### src/rtl/msg_loader_pkg.sv
package msg_loader_pkg;

  localparam int BYTE_W = 8;

  typedef enum logic [1:0] {
    RX_IDLE,
    RX_START,
    RX_DATA,
    RX_STOP
  } rxState_t;

  typedef enum logic [2:0] {
    PH_HDR_HI,
    PH_HDR_LO,
    PH_EVAL,
    PH_BODY,
    PH_DONE
  } phase_t;

  // strobes from control to datapath
  typedef struct packed {
    logic cntClr;
    logic cntInc;
    logic shiftEn;
    logic bitClr;
    logic hiLd;
    logic loLd;
    logic wrPulse;
    logic errPulse;
    logic embedSet;
  } strobe_t;

  // status from datapath to control
  typedef struct packed {
    logic lineBit;
    logic cntMid;
    logic cntEnd;
    logic lastBit;
    logic lenZero;
    logic lastByte;
  } status_t;

endpackage

### src/rtl/msg_loader_path.sv
module msg_loader_path
  import msg_loader_pkg::*;
#(
  parameter int MSG_DEPTH   = 8192,
  parameter int OVERSAMPLE  = 16,
  parameter int SYNC_STAGES = 2,
  localparam int ADDR_W = $clog2(MSG_DEPTH),
  localparam int LEN_W  = $clog2(MSG_DEPTH + 1),
  localparam int CNT_W  = $clog2(OVERSAMPLE),
  localparam int BIT_W  = $clog2(BYTE_W)
) (
  input  logic              clk,
  input  logic              rstN,
  input  logic              rxLine,
  input  strobe_t           strb,
  output status_t           stat,
  output logic [ADDR_W-1:0] ramWrAddr,
  output logic [BYTE_W-1:0] ramWrData,
  output logic              ramWrEn,
  output logic              embedGo,
  output logic              frameErr
);

  localparam logic [CNT_W-1:0] CNT_MID  = CNT_W'(OVERSAMPLE / 2 - 1);
  localparam logic [CNT_W-1:0] CNT_END  = CNT_W'(OVERSAMPLE - 1);
  localparam logic [BIT_W-1:0] BIT_LAST = BIT_W'(BYTE_W - 1);
  localparam logic [LEN_W-1:0] LEN_MAX  = LEN_W'(MSG_DEPTH);

  // input synchronizer, idle level high
  logic [SYNC_STAGES-1:0] syncReg;
  generate
    if (SYNC_STAGES == 1) begin : g_sync1
      always_ff @(posedge clk) begin
        if (!rstN) syncReg <= '1;
        else       syncReg <= rxLine;
      end
    end else begin : g_syncN
      always_ff @(posedge clk) begin
        if (!rstN) syncReg <= '1;
        else       syncReg <= {syncReg[SYNC_STAGES-2:0], rxLine};
      end
    end
  endgenerate
  logic lineBit;
  assign lineBit = syncReg[SYNC_STAGES-1];

  // tick counter inside one bit period
  logic [CNT_W-1:0] tickCnt;
  always_ff @(posedge clk) begin
    if (!rstN)            tickCnt <= '0;
    else if (strb.cntClr) tickCnt <= '0;
    else if (strb.cntInc) tickCnt <= tickCnt + 1'b1;
  end

  // data bit index and shift register, LSB arrives first
  logic [BIT_W-1:0]  bitIdx;
  logic [BYTE_W-1:0] shiftReg;
  always_ff @(posedge clk) begin
    if (!rstN) begin
      bitIdx   <= '0;
      shiftReg <= '0;
    end else begin
      if (strb.bitClr)       bitIdx <= '0;
      else if (strb.shiftEn) bitIdx <= bitIdx + 1'b1;
      if (strb.shiftEn) shiftReg <= {lineBit, shiftReg[BYTE_W-1:1]};
    end
  end

  // length header with clamp to RAM depth
  logic [BYTE_W-1:0]   lenHi;
  logic [2*BYTE_W-1:0] lenRaw;
  logic [LEN_W-1:0]    lenReg;
  assign lenRaw = {lenHi, shiftReg};
  always_ff @(posedge clk) begin
    if (!rstN) begin
      lenHi  <= '0;
      lenReg <= '0;
    end else begin
      if (strb.hiLd) lenHi <= shiftReg;
      if (strb.loLd) begin
        if (32'(lenRaw) > MSG_DEPTH) lenReg <= LEN_MAX;
        else                         lenReg <= lenRaw[LEN_W-1:0];
      end
    end
  end

  // write counter and registered RAM port
  logic [LEN_W-1:0] wrCount;
  always_ff @(posedge clk) begin
    if (!rstN) begin
      wrCount   <= '0;
      ramWrEn   <= 1'b0;
      ramWrAddr <= '0;
      ramWrData <= '0;
    end else begin
      ramWrEn <= strb.wrPulse;
      if (strb.wrPulse) begin
        wrCount   <= wrCount + 1'b1;
        ramWrAddr <= wrCount[ADDR_W-1:0];
        ramWrData <= shiftReg;
      end
    end
  end

  // status flags
  always_ff @(posedge clk) begin
    if (!rstN) begin
      embedGo  <= 1'b0;
      frameErr <= 1'b0;
    end else begin
      frameErr <= strb.errPulse;
      if (strb.embedSet) embedGo <= 1'b1;
    end
  end

  always_comb begin
    stat.lineBit  = lineBit;
    stat.cntMid   = (tickCnt == CNT_MID);
    stat.cntEnd   = (tickCnt == CNT_END);
    stat.lastBit  = (bitIdx == BIT_LAST);
    stat.lenZero  = (lenReg == '0);
    stat.lastByte = (LEN_W'(wrCount + 1'b1) == lenReg);
  end

endmodule

### src/rtl/msg_loader_ctrl.sv
module msg_loader_ctrl
  import msg_loader_pkg::*;
(
  input  logic    clk,
  input  logic    rstN,
  input  logic    sampleTick,
  input  status_t stat,
  output strobe_t strb
);

  rxState_t rxState, rxNext;
  phase_t   phase, phNext;
  logic     byteOk;

  always_ff @(posedge clk) begin
    if (!rstN) begin
      rxState <= RX_IDLE;
      phase   <= PH_HDR_HI;
    end else begin
      rxState <= rxNext;
      phase   <= phNext;
    end
  end

  // serial frame receiver
  always_comb begin
    rxNext        = rxState;
    byteOk        = 1'b0;
    strb          = '0;
    case (rxState)
      RX_IDLE: begin
        if (sampleTick && !stat.lineBit) begin
          strb.cntClr = 1'b1;
          rxNext      = RX_START;
        end
      end
      RX_START: begin
        if (sampleTick) begin
          if (stat.cntMid) begin
            strb.cntClr = 1'b1;
            strb.bitClr = 1'b1;
            rxNext      = stat.lineBit ? RX_IDLE : RX_DATA;
          end else begin
            strb.cntInc = 1'b1;
          end
        end
      end
      RX_DATA: begin
        if (sampleTick) begin
          if (stat.cntEnd) begin
            strb.cntClr  = 1'b1;
            strb.shiftEn = 1'b1;
            if (stat.lastBit) rxNext = RX_STOP;
          end else begin
            strb.cntInc = 1'b1;
          end
        end
      end
      RX_STOP: begin
        if (sampleTick) begin
          if (stat.cntEnd) begin
            strb.cntClr = 1'b1;
            if (stat.lineBit) byteOk        = 1'b1;
            else              strb.errPulse = 1'b1;
            rxNext = RX_IDLE;
          end else begin
            strb.cntInc = 1'b1;
          end
        end
      end
      default: rxNext = RX_IDLE;
    endcase

    // framing of header and body
    phNext = phase;
    case (phase)
      PH_HDR_HI: if (byteOk) begin
        strb.hiLd = 1'b1;
        phNext    = PH_HDR_LO;
      end
      PH_HDR_LO: if (byteOk) begin
        strb.loLd = 1'b1;
        phNext    = PH_EVAL;
      end
      PH_EVAL: begin
        if (stat.lenZero) begin
          strb.embedSet = 1'b1;
          phNext        = PH_DONE;
        end else begin
          phNext = PH_BODY;
        end
      end
      PH_BODY: if (byteOk) begin
        strb.wrPulse = 1'b1;
        if (stat.lastByte) begin
          strb.embedSet = 1'b1;
          phNext        = PH_DONE;
        end
      end
      PH_DONE: phNext = PH_DONE;
      default: phNext = PH_HDR_HI;
    endcase
  end

endmodule

### src/rtl/msg_loader.sv
module msg_loader
  import msg_loader_pkg::*;
#(
  parameter int MSG_DEPTH   = 8192,
  parameter int OVERSAMPLE  = 16,
  parameter int SYNC_STAGES = 2,
  localparam int ADDR_W = $clog2(MSG_DEPTH)
) (
  input  logic              clk,
  input  logic              rstN,
  input  logic              rxLine,
  input  logic              sampleTick,
  output logic [ADDR_W-1:0] ramWrAddr,
  output logic [7:0]        ramWrData,
  output logic              ramWrEn,
  output logic              embedGo,
  output logic              frameErr
);

  strobe_t strb;
  status_t stat;

  msg_loader_ctrl u_ctrl (
    .clk        (clk),
    .rstN       (rstN),
    .sampleTick (sampleTick),
    .stat       (stat),
    .strb       (strb)
  );

  msg_loader_path #(
    .MSG_DEPTH   (MSG_DEPTH),
    .OVERSAMPLE  (OVERSAMPLE),
    .SYNC_STAGES (SYNC_STAGES)
  ) u_path (
    .clk       (clk),
    .rstN      (rstN),
    .rxLine    (rxLine),
    .strb      (strb),
    .stat      (stat),
    .ramWrAddr (ramWrAddr),
    .ramWrData (ramWrData),
    .ramWrEn   (ramWrEn),
    .embedGo   (embedGo),
    .frameErr  (frameErr)
  );

endmodule

### config.mk
export PLATFORM = sky130hd
export DESIGN_NAME = msg_loader
export DESIGN_NICKNAME = d
export VERILOG_FILES = /design/src/rtl/msg_loader_pkg.sv /design/src/rtl/msg_loader_path.sv /design/src/rtl/msg_loader_ctrl.sv /design/src/rtl/msg_loader.sv
export SDC_FILE = /design/constraint.sdc
export NUM_CORES = 1
export LEC_CHECK = 0
export ABC_AREA = 1
export BUFFER_PORTS_ARGS = -buffer_cell sky130_fd_sc_hd__buf_2
export CAP_MARGIN = 20
export CORE_ASPECT_RATIO = 1.4
export CORE_MARGIN = 5
export CORE_UTILIZATION = 50
export DETAILED_ROUTE_END_ITERATION = 10
export PLACE_DENSITY_LB_ADDON = 0.12
export SLEW_MARGIN = 20
export SYNTH_ARGS = -nofsm -noshare
export SYNTH_HDL_FRONTEND = slang
export SYNTH_HIERARCHICAL = 1
export SYNTH_SLANG_ARGS = --single-unit
### constraint.sdc
create_clock -name clk -period 2.3 [get_ports clk]
set_clock_uncertainty 0.2 [all_clocks]
set_input_delay 0.23 -clock clk [delete_from_list [all_inputs] [get_ports clk]]
set_output_delay 0.23 -clock clk [all_outputs]
set_load 0.1 [all_outputs]
== Word level (Yosys, flattened, before mapping) ==
Index checks and enable logic that the tools add are counted.

* Add/subtract/negate cells: 3
* $lt $le $gt $ge: 1
* Equality and inequality tests: 23
* Muxes and demuxes: 43
* Bitwise operators: 1
* Reduce and logical (&&, ||, !) cells: 10

{| class="wikitable"
|+ Operators by type and width
! operator !! count
|-
| 2-bit two-way mux || 11
|-
| 1-bit two-way mux || 20
|-
| 3-bit two-way mux || 6
|-
| 16-bit by 14-bit greater-than comparator with 1-bit output, second input constant || 1
|-
| 2-bit inequality test, second input constant || 8
|-
| 3-bit one-hot mux with 5 select lines || 1
|-
| 14-bit by 1-bit adder with 14-bit output, second input constant || 1
|-
| 14-bit == test || 1
|-
| 14-bit logical NOT || 1
|-
| 14-bit two-way mux || 1
|-
| 2-bit by 1-bit inequality test with 1-bit output, second input constant || 4
|-
| 2-bit one-hot mux with 4 select lines || 1
|-
| 4-bit AND reduction || 2
|-
| 8-bit AND reduction || 1
|-
| 3-bit by 2-bit == test with 1-bit output, second input constant || 2
|-
| 3-bit == test, second input constant || 2
|-
| 4-bit by 1-bit adder with 4-bit output, second input constant || 1
|-
| 2-bit == test, second input constant || 2
|-
| 4-bit by 3-bit == test with 1-bit output, second input constant || 1
|-
| 4-bit == test, second input constant || 1
|-
| 1-bit one-hot mux with 4 select lines || 1
|-
| 2-bit OR reduction || 2
|-
| 3-bit by 1-bit adder with 3-bit output, second input constant || 1
|-
| 3-bit by 1-bit == test with 1-bit output, second input constant || 1
|-
| 8 further kinds || 8
|}

* Register bits: 82
* Input port bits: 4
* Output and inout bits: 24
* Logic and storage cells: 95

== Depth between registers and ports, before layout ==
Gate-level depths: netlist (run 1).

* Word-level depth: 6
* Gate-level depth with buffers: 17
* Depth with buffers taken out: 17

== Cells and area by module ==
The synthesis (run 1) kept the hierarchy.

{| class="wikitable"
|+ By module, submodules not included
! module !! times used !! cells an instance !! area an instance (um^2) !! seq. area each (um^2)
|-
| msg_loader_path || 1 || 459 || 3414.5 || 1541.5
|-
| msg_loader_ctrl || 1 || 71 || 425.4 || 100.1
|}

== Least setup slack after synthesis (run 1) ==
OpenSTA, ideal clock, no wires.

* Kind: register to register
* From: reg u_path.tickCnt[0]
* To: reg u_path.wrCount[10]
* Setup time: 0.115 ns
* Arrival: 1.864 ns
* Required time: 1.985 ns
* Slack: 0.121 ns
* Cell stages (with the launch flop): 13
* Buffers on the path: 2
* Period minus slack after synthesis: 2.179 ns
* Path through: dfxtp_1 -> ha_1 -> inv_1 -> nor2_1 -> nand2_2 -> nor2_2 -> nand2_2 -> nor2_1 -> clkbuf_1 -> inv_1 -> clkbuf_1 -> o21ai_0 -> inv_1

{| class="wikitable"
|+ RTL lines
! what !! line !! text
|-
| start: declaration || msg_loader_path.sv:48 || <nowiki>logic [CNT_W-1:0] tickCnt;</nowiki>
|-
| start signal: assignment || msg_loader_path.sv:52 || <nowiki>else if (strb.cntInc) tickCnt <= tickCnt + 1'b1;</nowiki>
|-
| end signal: assignment || msg_loader_path.sv:98 || <nowiki>wrCount <= wrCount + 1'b1;</nowiki>
|-
| end: declaration || msg_loader_path.sv:88 || <nowiki>logic [LEN_W-1:0] wrCount;</nowiki>
|}

==> results.md, run 1 <==
* Status: finished, final reports clean
* Period utilization at 95.9%
* Crit path buf inv count at 2
* Top FF cell, synth: dfxtp_1
* PwrDens at 595 nW/um^2
* Final Hold Viols at 0
* Vias at 3541
* First-pass GRT wire length at 14.8 mm
* Synth top cells by count: 82 x dfxtp_1, 76 x nand2_1, 63 x o21ai_0
* Port Buffers at 27
* Ant. Diodes at 0
* Drt first-iter violations at 186
* Final WL at 9.12 mm
* Core area at 7410 sq um
* Drt pass-1 iters at 4
* Nets at 570
* Root buffer cell: clkbuf_8
* CP max FO at 5
* Crit path cell chain: buf_4, nand3_2, o21ai_1, nand3_1, nand2_1, nand2_1, inv_1, nand2_1, nor2_2, nand2_2, nor2_4, nand2_2, o21ai_1, nor2_1, nor2_1
* Setup TNS Final at 0 ns
* Startpoint types: flop
* Peak supply drop at 0.432 mV
* Final Core Density at 60.2%
* WP depth at 15
* Critical Path RT at 2.39 ns
* Hold path cells at 5
* Grt ovf at 0
* Tmin final at 2.21 ns
* DP HPWL at 6.26 mm
* Gr usage total at 19.2%
* Starting density of the core at 51.8%
* Layout area overhead at 16.0%
* Vias per cell at 5.33
* Wirelength per Cell at 13.7 um
* Largest net degree at the start of global routing at 66
* CP endpoint kind: flop
* Maxcap violations at 0
* Average size of a mapped cell at 7.25 sq um
* Num rows at 37
* Initial antenna violation count at 0
* Die span in x at 84.1 um
* CTS Buffer Depth at 2
* Pleak at 1.93 nW
* Synthesized net count at 538
* Relative slew slack at 62.5%
* Slowest Stage Delay on Critical Path at 0.37 ns
* # H-tree levels at 3
* I/O Pins at 28
* Worst Reg-to-Reg Cells at 15
* Synth warnings at 6
* Critical path's top delay family: simple AND/OR/NAND/NOR gates
* Critical setup path kind: flop to flop
* CP most frequent cell: nand2_1
* Worst hold path type: input pin to flop
* Crit path DAT at 2.30 ns
* Worst Tran Pin Value at 0.562 ns
* Final ANT Viol Nets at 0
* CTS tree: yes
* EDFF count, synth at 0
* Pwr Total at 2.65 mW
* Clk sinks at 82
* Die area at 9560 sq um
* Synth top area share at 42.8%
* Slew Viols, Final at 0
* Post-synthesis sequential element count at 82
* Post-Syn Instances at 530
* Worst-path clk slew at 0.09 ns
* Min Hold Slack at 0.107 ns
* Ratio of cells with drive above 1 in the final layout at 19.0%
* Fmax at 0.453 GHz
* Top cells by area, synth: dfxtp_1 43%, o21ai_0 8.2%, nand2_1 7.4%
* Worst path slowest cell: dfxtp_2
* Async set or reset register ratio after synthesis at 0%
* Library cells used by synthesis at 38
* Most numerous cell in the Yosys netlist: dfxtp_1
* Clock latency on the worst-skew pair at 0.37 ns
* CTS buffer count at 9
* RePlAce Congestion at 0.904
* Die Height at 114 um
* Synthesized area at 3840 sq um
* Seq/Total Area, Yosys at 42.8%
* Largest area contributor in the netlist: dfxtp_1
* Vias in the first global route at 3286
* Setup violators final at 0
* Remaining DRCs at 0
## worst min-delay path: stages
cell,delay [ns]
buf_2,0.13
nand2_2,0.11
nor3_1,0.07
nand2_1,0.06
inv_1,0.03
## sequential cells by signal, summed over array words and instances (netlist names), 2 cells and up, named ones only
name              flops
u_path/ramWrAddr     13
u_path/tickCnt        4
u_path/syncReg        2
u_path/shiftReg       8
u_path/ramWrData      8
u_path/lenHi          8
u_ctrl/phase          3
u_path/wrCount       14
u_path/lenReg        14
u_path/bitIdx         3
## cell usage in the layout, fill, tap and decap left out, drive strengths merged
cell and n:
ha 4, clkinvlp 1, a21oi 58, o211ai 6, bufinv 2, a211oi 1, clkinv 4, xnor2 3
nor2 61, nand3b 2, o21bai 3, dfxtp 82, buf 42, dlygate4sd3 1, nand2 86, or2 4
o21a 2, nand3 38, nor4 6, nor3b 1, inv 61, clkbuf 12, nor3 7, nand4 10
o21ai 64, a31oi 2, xor2 4
## final timing paths
| kind | slack (ns) | end | start |
|---|---|---|---|
| worst max-delay path | 0.09 | u_path/embedGo | u_path/wrCount[0] |
| worst min-delay path | 0.11 | u_path/frameErr | sampleTick |
| worst max register to register | 0.09 | u_path/embedGo | u_path/wrCount[0] |
| worst min register to register | 0.23 | u_path/syncReg[1] | u_path/syncReg[0] |
## through the flow
step                area [sq um]  worst slack [ns]  cells
floorplan                   3840             0.121    530
global placement            4090            0.0758    641
detailed placement          4090            0.0331    641
CTS                         4330           0.00612    658
global route                4460           -0.0509    664
finish                      4460            0.0946    664
## report_power, final
part / internal (mW) / leakage, nW / switching [mW]
sequential: 1.42 / 0.664 / 0.00383
combinational: 0.0127 / 1.15 / 0.0296
clock: 0.649 / 0.114 / 0.536
total: 2.08 / 1.93 / 0.570
## per-layer routing
metal  global-route usage, %  vias to the layer above  routed length, um
met5                       0                        -                  0
met4                    9.87                        0                333
met3                    3.90                       24                347
met2                    35.1                       70               4710
met1                    20.8                     1624               3730
li1                        -                     1823                  -
## what timing repair did
item / CTS / global route
gates cloned: 0 / 1
hold endpoints to repair: 1 / 0
resized for setup: 1 / 25
pin swaps: 0 / 5
hold buffers: 1 / 0
endpoints found under the setup margin: 1 / 16
setup buffers: 0 / 5
## area by class of cell
cell class | instances | area [sq um]
Clock inverter | 5 | 86.3
Timing Repair Buffer | 44 | 282
Sequential cell | 82 | 1650
Inverter | 63 | 241
Fill cell | 714 | 2950
Multi-Input combinational cell | 362 | 1930
Tap cell | 97 | 121
Clock buffer | 11 | 141
## cell families after synthesis
kind of cell | synth area share [%]
AO/OA/AOI/OAI | 18.8
XOR/XNOR | 1.60
adder cells (fa/ha/maj) | 1.30
buffers and inverters | 8.99
flip-flops | 42.7
AND/OR/NAND/NOR | 26.6
(Power assumes the default switching activity.)
==> inputs of run 2 (changes only) <==
- HOLD_SLACK_MARGIN: not set -> 0.02
- clock period: 2.3 -> 2.6 ns (I/O delays scaled with it)
==> run 2 against run 1 <==
Sequential share of layout area is 1.7 points higher. Combinational power decreased by 11%. Largest cell class unchanged. Critical path depth decreased by 3. Final area decreased by 4.9%. Worst setup slack better by 0.24 ns.
==> results.md, run 2 (same netlist as run 1, synthesis figures left out) <==
* Status: finished, final reports clean
* DP HPWL at 6.19 mm (-1.2%)
* Clk network pwr share at 38.7% (-6.0 points)
* Ratio of cells with drive above 1 in the final layout at 14.0% (-5.0 points)
* Slew Viols, Final at 0 (unchanged)
* Critical Path RT at 2.69 ns (+0.30 ns)
* Startpoint types: flop
* Die Height at 114 um (unchanged)
* CTS buffer count at 9 (unchanged)
* Pleak at 1.84 nW (-4.5%)
* Grt ovf at 0 (unchanged)
* Crit path DAT at 2.35 ns (+0.05 ns)
* Num rows at 37 (unchanged)
* I/O Pins at 28 (unchanged)
* Setup bufs post-CTS at 0 (unchanged)
* Nets at 561 (-1.6%)
* Switching power at 0.481 mW (-16%)
* Crit path cell chain: ha_1, nand2_1, nor2_2, nand2_1, xor2_1, xnor2_1, nand3_1, nor2_2, nand2_2, o21ai_0, nor2_1, nor2_1
* Clock latency on the worst-skew pair at 0.35 ns (-0.02 ns)
* Period utilization at 87.0% (-8.9 points)
* Remaining DRCs at 0 (unchanged)
* Clk sinks at 82 (unchanged)
* Largest net degree at the start of global routing at 66 (unchanged)
* Worst hold path type: input pin to flop
* First-pass GRT wire length at 14.8 mm (about the same)
* Final WL at 8.58 mm (-6.0%)
* Fmax at 0.442 GHz (-2.5%)
* Commonest non-fill, non-tap cells in the layout: 82 x dfxtp_1, 76 x nand2_1, 63 x o21ai_0
* Gr usage total at 18.9% (-0.35 points)
* Drt pass-1 iters at 4 (unchanged)
* # H-tree levels at 3 (unchanged)
* PwrDens at 500 nW/um^2 (-16%)
* Pint at 1.64 mW (-21%)
* Maxcap violations at 0 (unchanged)
* Sequential share of power at 59.5% (+5.8 points)
* Drt first-iter violations at 151 (-19%)
* CP endpoint kind: flop
* Sw Share at 22.7% (+1.2 points)
* Comb power frac at 1.8% (+0.2 points)
* Layout area overhead at 10.3%
* Final Hold Viols at 0 (unchanged)
* Setup TNS Final at 0 ns (unchanged)
* Port Buffers at 27 (unchanged)
* Initial antenna violation count at 0 (unchanged)
* Unrepaired setup endpoints after global routing: no
* Die area at 9560 sq um (unchanged)
* Core area at 7410 sq um (unchanged)
* Largest regs: u_path/lenReg: 14 flops, u_path/wrCount: 14 flops, u_path/ramWrAddr: 13 flops
* Setup violators final at 0 (unchanged)
* Worst Tran Pin Value at 0.579 ns (+0.0169 ns)
* Peak supply drop at 0.309 mV (-28%)
* Relative slew slack at 61.4% (-1.1 points)
* Layout fillers at 742 (+3.9%)
* Critical setup path kind: flop to flop
* CTS Buffer Depth at 2 (unchanged)
* Root buffer cell: clkbuf_8
* Final ANT Viol Nets at 0 (unchanged)
* Crit path buf inv count at 0 (-2)
* Vias in the first global route at 3280 (-0.18%)
* Wirelength per Cell at 13.1 um (-4.5%)
* Multi-input logic area at 1860 sq um (-3.7%)
* Vias at 3476 (-1.8%)
* Commonest non-fill, non-tap cell in the layout: dfxtp_1
* CP max FO at 5 (unchanged)
* DP Cell Count at 638 (-0.47%)
* Slowest Stage Delay on Critical Path at 0.35 ns (-0.02 ns)
* Worst-path clk slew at 0.08 ns (about the same)
* RePlAce Congestion at 0.884 (-2.2%)
* Starting density of the core at 51.8% (unchanged)
* Vias per cell at 5.31 (-0.33%)
* CTS tree: yes
* Tmin final at 2.26 ns (+0.0572 ns)
* Worst path slowest cell: dfxtp_1
* Ant. Diodes at 0 (unchanged)
* Reg area at 1640 sq um (-0.61%)
* Layout Cells excl Fill at 654 (-1.5%)
* Critical path's top delay family: simple AND/OR/NAND/NOR gates
* Die span in x at 84.1 um (unchanged)
[run 2: through the flow]
stage / area, sq um / setup slack [ns] / power (mW) / util, % / hold slack, ns
6_report: 4240 / 0.337 / 2.12 / 57.2 / 0.144
5_1_grt: 4240 / 0.0250 / 2.21 / 57.2 / 0.147
4_1_cts: 4240 / 0.315 / 2.15 / 57.2 / 0.126
3_5_place_dp: 4060 / 0.344 / 1.33 / 54.8 / 0.202
3_3_place_gp: 4060 / 0.400 / 1.33 / 54.8 / 0.196
2_1_floorplan: 3840 / 0.421 / 1.32 / - / 0.167
[run 2: repair_timing]
| item | in CTS | in global routing |
|---|---|---|
| resized for setup | 0 | 0 |
| hold buffers | 1 | 0 |
| endpoints found under the hold margin | 1 | 0 |
[run 2: metal layers]
layer	share of wire, %	vias up	global-route usage [%]
met2	51	45	33.8
met5	0	-	0
li1	-	1801	-
met4	2.1	0	9.01
met1	44	1613	21.3
met3	2.6	17	3.68
[run 2: final timing paths]
path / from / endpoint / slack (ns) / cells after the start
max: u_path/wrCount[0] / u_path/embedGo / 0.34 / 12
min: rstN / u_path/wrCount[0] / 0.14 / 3
max reg2reg: u_path/wrCount[0] / u_path/embedGo / 0.34 / 12
min reg2reg: u_path/syncReg[0] / u_path/syncReg[1] / 0.22 / 1
[run 2: area by class of cell]
type                    count  share of cell area [%]
multi-input cells         361                    43.9
clock inverters             4                   0.679
well taps                  97                    2.86
inverters                  63                    5.61
repair buffers             36                    4.84
clock buffers              11                    3.34
flip-flops and latches     82                    38.7
[run 2: power by group through the flow]
stage	Clock, mW	Combinational, mW	Sequential [mW]
5_1_grt	0.912	0.0415	1.26
3_5_place_dp	0	0.0363	1.29
2_1_floorplan	0	0.0308	1.29
4_1_cts	0.855	0.0376	1.26
3_3_place_gp	0	0.0361	1.29
6_report	0.819	0.0375	1.26
[run 2: worst register-to-register path, stage by stage, from the launching register on]
cell and delay (ns):
dfxtp_1 0.35, ha_1 0.24, nand2_1 0.14, nor2_2 0.17, nand2_1 0.10, xor2_1 0.22, xnor2_1 0.15, nand3_1 0.10
nor2_2 0.18, nand2_2 0.07, o21ai_0 0.15, nor2_1 0.05, nor2_1 0.07
